$ cat src/rtl/spi_baud_pkg.sv
package spi_baud_pkg;

    // Field layout of the scale word (fixed by software)
    localparam int SCALE_W   = 16;
    localparam int MULT_W    = 5;
    localparam int SHIFT_W   = 3;
    localparam int MULT_LSB  = 8;
    localparam int SHIFT_LSB = 0;

    // Largest power-of-two exponent and the bypass code
    localparam logic [SHIFT_W-1:0] SHIFT_TOP    = 3'd4;
    localparam logic [SHIFT_W-1:0] SHIFT_BYPASS = 3'd7;

    // Power counter must hold 2^SHIFT_TOP - 1 and the shifted one
    localparam int POW_W = 5;

    typedef struct packed {
        logic [MULT_W-1:0]  mult;
        logic [SHIFT_W-1:0] shift;
    } scale_t;

    function automatic scale_t unpack_scale(input logic [SCALE_W-1:0] word);
        scale_t s;
        s.mult  = word[MULT_LSB +: MULT_W];
        s.shift = word[SHIFT_LSB +: SHIFT_W];
        return s;
    endfunction

    // Reserved codes fold onto the largest legal exponent
    function automatic logic [SHIFT_W-1:0] fold_shift(input logic [SHIFT_W-1:0] code);
        logic [SHIFT_W-1:0] r;
        if (code > SHIFT_TOP && code != SHIFT_BYPASS) r = SHIFT_TOP;
        else                                           r = code;
        return r;
    endfunction

endpackage

$ cat src/rtl/scale_hold.sv
module scale_hold
    import spi_baud_pkg::*;
#(
    parameter logic [SCALE_W-1:0] RESET_SCALE = 16'h0004
) (
    input  logic               clk,
    input  logic               rst_n,
    input  logic               wr_i,
    input  logic [SCALE_W-1:0] wdata_i,
    input  logic               load_i,
    output scale_t             act_o
);

    typedef struct packed {
        scale_t pend;
        scale_t act;
    } hold_st_t;

    hold_st_t st_d, st_q;

    always_comb begin
        st_d = st_q;
        if (wr_i)   st_d.pend = unpack_scale(wdata_i);
        if (load_i) st_d.act  = st_q.pend;
    end

    always_ff @(posedge clk or negedge rst_n) begin
        if (!rst_n) begin
            st_q.pend <= unpack_scale(RESET_SCALE);
            st_q.act  <= unpack_scale(RESET_SCALE);
        end else begin
            st_q <= st_d;
        end
    end

    assign act_o = st_q.act;

endmodule

$ cat src/rtl/baud_timer.sv
module baud_timer
    import spi_baud_pkg::*;
(
    input  logic   clk,
    input  logic   rst_n,
    input  logic   en_i,
    input  logic   cpol_i,
    input  scale_t scale_i,
    output logic   sck_o,
    output logic   lead_o,
    output logic   trail_o,
    output logic   bound_o
);

    typedef struct packed {
        logic [MULT_W-1:0] mult_cnt;
        logic [POW_W-1:0]  pow_cnt;
        logic              sck;
        logic              lead;
        logic              trail;
    } timer_st_t;

    timer_st_t st_d, st_q;

    logic [SHIFT_W-1:0] shift_eff;
    logic               bypass;
    logic [POW_W-1:0]   pow_max;
    logic               mult_end;
    logic               pow_end;
    logic               terminal;

    always_comb begin
        shift_eff = fold_shift(scale_i.shift);
        bypass    = (scale_i.shift == SHIFT_BYPASS);
        pow_max   = bypass ? '0 : ((POW_W'(1) << shift_eff) - POW_W'(1));
        mult_end  = bypass || (st_q.mult_cnt == scale_i.mult);
        pow_end   = bypass || (st_q.pow_cnt == pow_max);
        terminal  = mult_end && pow_end;

        st_d       = st_q;
        st_d.lead  = 1'b0;
        st_d.trail = 1'b0;
        if (!en_i) begin
            st_d.mult_cnt = '0;
            st_d.pow_cnt  = '0;
            st_d.sck      = cpol_i;
        end else if (terminal) begin
            st_d.mult_cnt = '0;
            st_d.pow_cnt  = '0;
            st_d.sck      = ~st_q.sck;
            st_d.lead     = (st_q.sck == cpol_i);
            st_d.trail    = (st_q.sck != cpol_i);
        end else if (mult_end) begin
            st_d.mult_cnt = '0;
            st_d.pow_cnt  = st_q.pow_cnt + POW_W'(1);
        end else begin
            st_d.mult_cnt = st_q.mult_cnt + MULT_W'(1);
        end
    end

    always_ff @(posedge clk or negedge rst_n) begin
        if (!rst_n) begin
            st_q <= '0;
        end else begin
            st_q <= st_d;
        end
    end

    assign sck_o   = st_q.sck;
    assign lead_o  = st_q.lead;
    assign trail_o = st_q.trail;
    assign bound_o = en_i && terminal;

    // disabled clock parks at the idle level with no strobes
    assert_idle_level_R6: assert property (@(posedge clk) disable iff (!rst_n)
        !en_i |=> (sck_o == $past(cpol_i)) && !lead_o && !trail_o);

    // strobes are mutually exclusive
    assert_one_strobe_R7: assert property (@(posedge clk) disable iff (!rst_n)
        $onehot0({lead_o, trail_o}));

    // strobe kind matches the level SCK moved to
    assert_lead_level_R7: assert property (@(posedge clk) disable iff (!rst_n)
        lead_o |-> (sck_o != cpol_i));
    assert_trail_level_R7: assert property (@(posedge clk) disable iff (!rst_n)
        trail_o |-> (sck_o == cpol_i));

    // every enabled SCK change carries a strobe
    assert_toggle_strobe_R7: assert property (@(posedge clk) disable iff (!rst_n)
        ($past(en_i) && (sck_o != $past(sck_o))) |-> (lead_o || trail_o));

    // counters never run past the active scale
    assert_no_overflow_R3: assert property (@(posedge clk) disable iff (!rst_n)
        en_i |-> (st_q.pow_cnt <= pow_max) && (bypass || st_q.mult_cnt <= scale_i.mult));

endmodule

$ cat src/rtl/spi_baud_div.sv
module spi_baud_div
    import spi_baud_pkg::*;
#(
    parameter logic [15:0] RESET_SCALE = 16'h0004
) (
    input  logic        clk,
    input  logic        rst_n,
    input  logic        sck_en_i,
    input  logic        cpol_i,
    input  logic        wr_en_i,
    input  logic        wr_sel_i,
    input  logic [15:0] wr_data_i,
    output logic        tx_sck_o,
    output logic        tx_lead_o,
    output logic        tx_trail_o,
    output logic        rx_sck_o,
    output logic        rx_lead_o,
    output logic        rx_trail_o
);

    localparam int NUM_CH = 2;
    localparam int CH_TX  = 0;
    localparam int CH_RX  = 1;

    scale_t act_w   [NUM_CH];
    logic   sck_w   [NUM_CH];
    logic   lead_w  [NUM_CH];
    logic   trail_w [NUM_CH];
    logic   bound_w [NUM_CH];

    for (genvar ch = 0; ch < NUM_CH; ch++) begin : g_chan
        logic wr_hit;
        logic load;

        assign wr_hit = wr_en_i && (wr_sel_i == 1'(ch));
        assign load   = bound_w[ch] || !sck_en_i;

        scale_hold #(
            .RESET_SCALE (RESET_SCALE)
        ) u_hold (
            .clk     (clk),
            .rst_n   (rst_n),
            .wr_i    (wr_hit),
            .wdata_i (wr_data_i),
            .load_i  (load),
            .act_o   (act_w[ch])
        );

        baud_timer u_timer (
            .clk     (clk),
            .rst_n   (rst_n),
            .en_i    (sck_en_i),
            .cpol_i  (cpol_i),
            .scale_i (act_w[ch]),
            .sck_o   (sck_w[ch]),
            .lead_o  (lead_w[ch]),
            .trail_o (trail_w[ch]),
            .bound_o (bound_w[ch])
        );

        // active scale stays put inside a running half-period
        assert_hold_scale_R9: assert property (@(posedge clk) disable iff (!rst_n)
            (sck_en_i && !bound_w[ch]) |=> $stable(act_w[ch]));
    end

    assign tx_sck_o   = sck_w[CH_TX];
    assign tx_lead_o  = lead_w[CH_TX];
    assign tx_trail_o = trail_w[CH_TX];
    assign rx_sck_o   = sck_w[CH_RX];
    assign rx_lead_o  = lead_w[CH_RX];
    assign rx_trail_o = trail_w[CH_RX];

endmodule

$ cat config.mk
export PLATFORM = sky130hd
export DESIGN_NAME = spi_baud_div
export DESIGN_NICKNAME = d
export VERILOG_FILES = /design/src/rtl/spi_baud_pkg.sv /design/src/rtl/scale_hold.sv /design/src/rtl/baud_timer.sv /design/src/rtl/spi_baud_div.sv
export SDC_FILE = /design/constraint.sdc
export NUM_CORES = 1
export LEC_CHECK = 0
export BUFFER_PORTS_ARGS = -buffer_cell sky130_fd_sc_hd__buf_2
export CAP_MARGIN = 20
export CORE_AREA = 3 3 78 80
export DETAILED_ROUTE_END_ITERATION = 7
export DIE_AREA = 0 0 81 83
export GPL_TIMING_DRIVEN = 0
export PLACE_DENSITY_LB_ADDON = 0.2
export SETUP_SLACK_MARGIN = 0.5
export SLEW_MARGIN = 0
export SYNTH_ARGS = -nofsm -noshare
export SYNTH_HDL_FRONTEND = slang
export SYNTH_SLANG_ARGS = --single-unit
$ cat constraint.sdc
create_clock -name clk -period 2.05 [get_ports clk]
set_input_delay 0.1025 -clock clk [delete_from_list [all_inputs] [get_ports clk]]
set_output_delay 0.1025 -clock clk [all_outputs]
set_load 0.01 [all_outputs]
# == Word level (Yosys, flattened, before mapping) ==
# Index checks and enable logic that the tools add are counted.
# word_totals
regBits,58
out_inout_bits,6
input_bits,22
wordCells,78
# op_classes
bitwise_logic,3
n_reduce_logical,15
n_eq_ne,16
addsub,6
order_cmp,2
mux,16
n_shift,2
# op_table
cell,count
$mux W5,6
$mux W11,2
$add A5 B1 Y5 const B,4
$eq A5 B5 Y1,4
$mux W10,2
$mux W3,4
$shl A1 B3 Y5 const A,2
$sub A5 B1 Y5 const B,2
$logic_and A1 B1 Y1,8
$eq A3 B3 Y1 const B,2
$gt A3 B3 Y1 const B,2
$logic_or A1 B1 Y1,6
$ne A3 B1 Y1 const B,2
$ne A3 B3 Y1 const B,2
$mux W2,2
$ne A2 B1 Y1 const B,2
$not A1 Y1,3
$eq A1 B1 Y1,2
$ne A1 B1 Y1,2
$logic_not A1 Y1,1

# == Longest topological paths before layout ==
# Gate-level depths: netlist of run 1.
# logic_depth
ltp_word,11
mapped_depth,7
mapped_depth_nobuf,6

# == Hierarchy ==
# A second synthesis of run 1 with hierarchy kept.
# unflattened
hier_cells,260
area_unflattened_um2,3106.7
# modules_own_cells
mod,n_inst,seq_area_each_um2,area_per_inst_um2,cells_per_inst
baud_timer,2,325.3,813.3,86
scale_hold,2,402.9,725.7,42
spi_baud_div,1,0.0,28.8,4

# == Worst setup path after synthesis of run 1 ==
# Ideal clock, no wire load.
# synth_timing
path_kind,register to register
startpoint,register g_chan[1].u_hold.st_q (netlist bit g_chan[1].u_hold.act_o[2])
endpoint,register g_chan[1].u_hold.st_q (netlist bit g_chan[1].u_hold.act_o[0])
setup_time_ns,0.125
period_less_slack_ns,1.966
path_stages_with_launch,7
path_slack_ns,0.084
arrival_time_ns,1.841
path_buffers,0
cell_sequence,dfstp_2 -> nand2_1 -> mux2_2 -> a211oi_1 -> o211ai_1 -> o211ai_4 -> mux2_2
# synth_between
elab_chain_len,11
elab_cells_between_ends,14
classes_between,add/sub: 1; order compare: 1; eq/ne: 3; shift: 1; mux: 2; reduce/logical: 6
# synth_rtl
item,line,source
start: declaration,scale_hold.sv:19,"hold_st_t st_d, st_q;"
start signal: assignment,scale_hold.sv:32,st_q <= st_d;
$gt A3 B3 Y1 or $ne A3 B3 Y1 (tied branches),spi_baud_pkg.sv:32,if (code > SHIFT_TOP && code != SHIFT_BYPASS) r = SHIFT_TOP;
$logic_and A1 B1 Y1,spi_baud_pkg.sv:32,
$mux W3,spi_baud_pkg.sv:32,
$shl A1 B3 Y5,baud_timer.sv:35,pow_max = bypass ? '0 : ((POW_W'(1) << shift_eff) - POW_W'(1));
$sub A5 B1 Y5,baud_timer.sv:35,
$mux W5,baud_timer.sv:35,
$eq A5 B5 Y1,baud_timer.sv:37,pow_end = bypass || (st_q.pow_cnt == pow_max);
$logic_or A1 B1 Y1,baud_timer.sv:37,
$logic_and A1 B1 Y1 (*),baud_timer.sv:38,terminal = mult_end && pow_end;
$logic_and A1 B1 Y1 (*),baud_timer.sv:72,assign bound_o = en_i && terminal;
$logic_or A1 B1 Y1 (*),spi_baud_div.sv:36,assign load = bound_w[ch] || !sck_en_i;
# Every way passes the cells marked *; elsewhere a longest branch is shown, timed or not.
# A chain may end at the register's enable or synchronous reset.

# == Final worst setup path of run 1 ==
# layout_timing
startpoint,register g_chan[1].u_hold.st_q (netlist bit g_chan[1].u_hold.act_o[2])
endpoint,register g_chan[1].u_hold.st_q (netlist bit g_chan[1].u_hold.act_o[6])
# Same word-level chain as after synthesis.

==> metrics, run 1 <==
status=finished, final reports clean; Rows=27; Min-Delay Path Class=in -> reg; leakage=0.00176 uW; Placer Congestion=0.794; Final Critical Period=2.03 ns; antenna fix cells=0; TritonRoute pass-1 iters=5; Overflow after GRT=0; Worst Path Arrival=2.24 ns; fin nets=354; CP Max Fanout=10; routed wire length=7150 um; number of global-route vias before repair=2,252; Setup crit end kind=register; pin count of the biggest net entering global routing=37; number of top-level pins=28; crit start category=register; Post-Syn Area=0.00288 sq mm; ys flop type=dfrtp_1; Synth Register Bits=58; Mean Syn Cell Area=11.1 sq um; share of layout cells above drive strength 1=53.0%; die area=0.00672 sq mm; CP bufs+invs=2; CTS tree=yes; measured slew at the worst slew-check pin=0.725 ns; H-tree depth=3; CP max stage cell=dfstp_2; Port Buffers=19; DR iter-0 viols=127; Clock Path Buffers=2; Yosys warning count=0; Post-synth ARST share=100%; Mapped Cells=260; Max stage delay on crit path=0.56 ns; Antenna Nets Post-Route=0; CTS root buf=clkbuf_8; multi-input logic area=0.00175 sq mm; RSZ-0062 raised after global routing=true; Max Clock Skew=0.00603 ns; Yosys cell types=47; Mapped Nets=286; Die W=81 um; max-slew violation count=0; DR vias=2,337; vias per std cell=5.78; kind of critical path=reg -> reg; Worst Path Required=2.26 ns; CP Cell Sequence=clkbuf_4 -> nor2_1 -> nor2_1 -> a211oi_2 -> o211ai_1 -> o211ai_4 -> buf_12 -> mux2_4; HPWL after DPL=3800 um; Initial Utilization=52.5%; CTS Sinks=58; first-pass GRT wire length=10,700 um; final worst setup slack=0.0177 ns; cell area after layout=0.00403 sq mm; clock transition at the registers of the reported paths=0.07 ns; top cell type by total area after synthesis=dfrtp_1; GRT Total Usage=20.5%; setup violation total in the final timing report=0; pwr dens=983 mW/mm^2; Seq/Total Area, Yosys=50.7%; max frequency=492 MHz; fin crit share=99.1%; Slew Limit Headroom=51.7%; leading cell type in the layout, fill and taps excluded=dfrtp_1; Area contributors post-synth=dfrtp_1 (47%), mux2_2 (13%), xor2_1 (4.3%); number of synthesized flops with an enable pin=0; Peak supply drop=0.582 mV; register area=0.00146 sq mm; Fillers=343; Synth top area share=47.0%; CP top delay family=flip-flops; Hold Fails Final Rpt=0; CTS buffer count=9; Core Area=0.00547 sq mm; Worst path most repeated cell=nor2_1; total of max-cap violations=0; Worst Setup Slack post-DPL=-0.0770 ns; initial antenna violation count=0; Remaining DRCs=0; routed len/inst=17.7 um; Layout area overhead=40.3%; most frequent cells in the layout=dfrtp_1 (48), buf_4 (25), buf_2 (20); worst skew pair latency=0.33 ns; Die Ht=83 um; Post-Place Cell Area=0.00312 sq mm
[state kept, by name, indices dropped and copies added (netlist names)]
register / cells
g_chan.u_hold.act_o: 16
g_chan.u_hold.st_q: 16
g_chan.u_timer.lead_o: 2
g_chan.u_timer.sck_o: 2
g_chan.u_timer.st_q: 20
g_chan.u_timer.trail_o: 2
[worst reg2reg max path, cell delays in order (launching register included)]
cell and delay, ns:
dfstp_2 0.56, clkbuf_4 0.20, nor2_1 0.07, nor2_1 0.16
a211oi_2 0.07, o211ai_1 0.28, o211ai_4 0.12, buf_12 0.16
mux2_4 0.29
[final cells by class]
cell class                 count  share of cell area [%]
timing repair buffer          57                    11.6
sequential                    58                    36.3
inverter                       5                   0.465
clock buffer                  12                    3.85
clock inverter                 3                   0.372
multi-input combinational    187                    43.5
tap                           72                    2.23
buffer                        10                    1.74
[through the flow]
stage | TNS (ns) | util [%] | hold slack (ns) | power [uW] | instances
after floorplan | 0 | - | -0.193 | 2170 | 260
after global placement | -0.312 | 56.7 | 0.362 | 2350 | 351
after detailed placement | -0.446 | 57.0 | 0.114 | 2380 | 352
after CTS | 0 | 67.3 | 0.0162 | 3620 | 390
after global routing | -0.440 | 73.7 | 0.0225 | 4160 | 404
final | 0 | 73.7 | 0.0294 | 3960 | 404
[power by group]
part           total [uW]  switching, uW  internal, uW  leakage (uW)
Sequential           1530            181          1350      0.000713
Combinational        1520            726           790      0.000953
Clock                 921            429           492     0.0000920
Total                3960           1340          2630       0.00176
[synthesized netlist by cell type (4+ instances only)]
library cell and n:
clkbuf_1 4, xnor2_1 8, nor2_1 26, nand2_1 11, nand3_1 14, inv_1 5
nor3_1 12, dfrtp_1 54, nand2b_1 4, o21ai_0 5, mux2_2 32, xor2_1 14
a21oi_1 12, ha_1 4, buf_2 5, dfstp_2 4
[timing repair]
item	4_1_cts	5_1_grt
hold endpoints to repair	22	0
resized for setup	46	57
setup endpoints to repair	41	42
buffers inserted	22	14
gates cloned	0	0
pin swaps	19	29
hold buffers	1	0
[cell families after synthesis]
family                     count (synthesis)  share of synthesized area, %
buffers and inverters                     15                          2.31
and+or+nand+nor                           85                          14.7
AOI/OAI and AO/OA                         44                          11.4
xor gates and xnor gates                  22                          6.70
muxes                                     32                          12.5
DFF                                       58                          50.7
adders and majority gates                  4                          1.74
[metal layers]
metal / share of wire, % / track usage [%]
met1: 42 / 27.5
met2: 48 / 31.4
met3: 6.0 / 4.23
met4: 3.2 / 9.83
met5: 0 / 0
[worst paths after layout]
path	startpoint	to	slack [ns]	cells past startpoint
worst max-delay path	g_chan[1].u_hold.act_o[2]$_DFFE_PN1P_	g_chan[1].u_hold.act_o[6]$_DFFE_PN0P_	0.02	8
worst min register to register	g_chan[1].u_hold.st_q[8]$_DFFE_PN0P_	g_chan[1].u_hold.act_o[0]$_DFFE_PN0P_	0.50	1
worst max register to register	g_chan[1].u_hold.act_o[2]$_DFFE_PN1P_	g_chan[1].u_hold.act_o[6]$_DFFE_PN0P_	0.02	8
worst min-delay path	wr_data_i[10]	g_chan[1].u_hold.st_q[13]$_DFFE_PN0P_	0.03	2
min in group asynchronous	rst_n	g_chan[0].u_timer.st_q[6]$_DFFE_PN0P_	0.29	2
max in group asynchronous	rst_n	g_chan[1].u_hold.act_o[2]$_DFFE_PN1P_	1.13	3
Power figures use the tool's default switching activity.
==> run 2: changes to the inputs <==
--- a/config.mk
+++ b/config.mk
@@ -7,9 +7,9 @@
 export LEC_CHECK = 0
 export BUFFER_PORTS_ARGS = -buffer_cell sky130_fd_sc_hd__buf_2
 export CAP_MARGIN = 20
-export CORE_AREA = 3 3 78 80
+export CORE_AREA = 3 3 67 94
 export DETAILED_ROUTE_END_ITERATION = 7
-export DIE_AREA = 0 0 81 83
+export DIE_AREA = 0 0 70 97
 export GPL_TIMING_DRIVEN = 0
 export PLACE_DENSITY_LB_ADDON = 0.2
 export SETUP_SLACK_MARGIN = 0.5
==> metrics, run 2 (synthesized netlist as in run 1, its figures left out) <==
Clock Path Buffers=2 (unchanged); DR iter-0 viols=114 (-10%); multi-input logic area=0.00166 sq mm (-5.6%); antenna fix cells=0 (unchanged); crit start category=register; Final Util=69.9% (-3.8 points); Final TNS setup=0 ns (unchanged); CTS buffer count=9 (unchanged); TritonRoute pass-1 iters=4 (-1); clock transition at the registers of the reported paths=0.06 ns (about the same); CTS tree=yes; Placer Congestion=0.860 (+8.3%); kind of critical path=reg -> reg; die area=0.00679 sq mm (+1.0%); share of layout cells above drive strength 1=45.8% (-7.2 points); most frequent cells in the layout=dfrtp_1 (51), nor2_1 (22), buf_2 (21); Remaining DRCs=0 (unchanged); Rows=32 (+19%); Initial Utilization=52.0% (-0.50 points); register area=0.00146 sq mm (-0.26%); CP Max Fanout=8 (-2); Layout area overhead=34.3%; GR peak layer=met2; M2 GR Usage=32.8% (+1.3 points); Peak supply drop=0.635 mV (+9.1%); leading cell type in the layout, fill and taps excluded=dfrtp_1; worst skew pair latency=0.34 ns (about the same); Worst Path Arrival=2.21 ns (-0.03 ns); Min-Delay Path Class=in -> reg; Setup crit end kind=register; H-tree depth=3 (unchanged); total of max-cap violations=0 (unchanged); vias per std cell=5.69 (-1.7%); placed cells=348 (-1.1%); Core Area=0.00553 sq mm (+0.96%); Hold Fails Final Rpt=0 (unchanged); met3 global-route usage=2.49% (-1.7 points); met1 Use GR=24.2% (-3.3 points); Die W=70 um (-14%); fin nets=342 (-3.4%); Die Ht=97 um (+17%); Worst Path Required=2.27 ns (about the same); setup violation total in the final timing report=0 (unchanged); Port Buffers=19 (unchanged); leakage=0.00170 uW (-3.3%); fin crit share=96.7% (-2.4 points); Antenna Nets Post-Route=0 (unchanged); max-slew violation count=0 (unchanged); CTS root buf=clkbuf_8; GRT Total Usage=19.6% (-0.92 points); Largest register FFs=20 (unchanged); Max Clock Skew=0.00927 ns (+0.00324 ns); measured slew at the worst slew-check pin=0.592 ns (-0.133 ns); first-pass GRT wire length=10,700 um (-0.45%); number of global-route vias before repair=2,238 (-0.62%); most flop-heavy register=g_chan.u_timer.st_q; pwr dens=1040 mW/mm^2 (+5.9%); routed wire length=6520 um (-8.8%); pin count of the biggest net entering global routing=42 (+14%); status=finished, final reports clean; final worst setup slack=0.0668 ns (+0.0491 ns); HPWL after DPL=4030 um (+6.0%); max frequency=504 MHz (+2.5%); post-route insts no fill=389 (-3.7%); DR vias=2,212 (-5.3%); CTS Sinks=58 (unchanged); Final Critical Period=1.98 ns (-0.0491 ns); number of top-level pins=28 (unchanged); Fillers=395 (+15%); routed len/inst=16.8 um (-5.3%); Worst Setup Slack post-DPL=-0.120 ns (-0.0429 ns); Overflow after GRT=0 (unchanged); initial antenna violation count=0 (unchanged); Slew Limit Headroom=60.6% (+8.9 points); RSZ-0062 raised after global routing=true
## run 2: through the flow
stage	instance area, sq um	hold WS, ns	power (uW)
finish	3860	0.0144	4020
global route	3860	0.0216	4240
CTS	3600	0.00537	3810
detailed placement	3120	0.0827	2400
global placement	3100	0.355	2360
floorplan	2920	-0.193	2170
## run 2: repair_timing
item | 4_1_cts | 5_1_grt
endpoints found under the hold margin | 17 | 0
hold buffers | 1 | 0
endpoints found under the setup margin | 41 | 42
setup buffers | 13 | 11
pin swaps | 20 | 22
gates resized for setup | 33 | 37
## run 2: area by class of cell
type	instances	area share, %
timing repair buffer	45	9.14
clock inverter	4	1.91
inverter	5	0.486
tap	68	2.20
buffer	10	1.56
clock buffer	12	4.02
multi-input combinational	187	42.9
sequential	58	37.8
## run 2: worst paths after layout
kind                                                  startpoint                               endpoint  cells past startpoint  slack (ns)
max                        g_chan[1].u_hold.act_o[2]$_DFFE_PN1P_  g_chan[1].u_hold.act_o[7]$_DFFE_PN0P_                      7        0.07
max in group asynchronous                                  rst_n  g_chan[1].u_hold.st_q[10]$_DFFE_PN1P_                      3        1.17
min reg2reg                  g_chan[1].u_timer.st_q[8]$_DFF_PN0_    g_chan[1].u_timer.st_q[8]$_DFF_PN0_                      1        0.50
max reg2reg                g_chan[1].u_hold.act_o[2]$_DFFE_PN1P_  g_chan[1].u_hold.act_o[7]$_DFFE_PN0P_                      7        0.07
min                                                wr_data_i[11]  g_chan[1].u_hold.st_q[14]$_DFFE_PN0P_                      2        0.01
min in group asynchronous                                  rst_n   g_chan[1].u_timer.st_q[10]$_DFF_PN0_                      2        0.25
## run 2: report_power, final
group          total (uW)  internal (uW)  switching [uW]
clock                1200            751             448
sequential           1520           1350             171
combinational        1310            664             641
## run 2: critical path: stages, from the launching register on
cell and delay [ns]:
dfstp_2 0.55, nand2_2 0.06, mux2_4 0.27, a211oi_2 0.17, o211ai_1 0.14, o211ai_4 0.21
buf_12 0.16, mux2_4 0.30
## run 2: layer usage
metal  routed length [um]  vias to the layer above
li1                     -                     1038
met1                 2660                     1119
met2                 3530                       43
met3                  158                       12
met4                  172                        0
met5                    0                        -
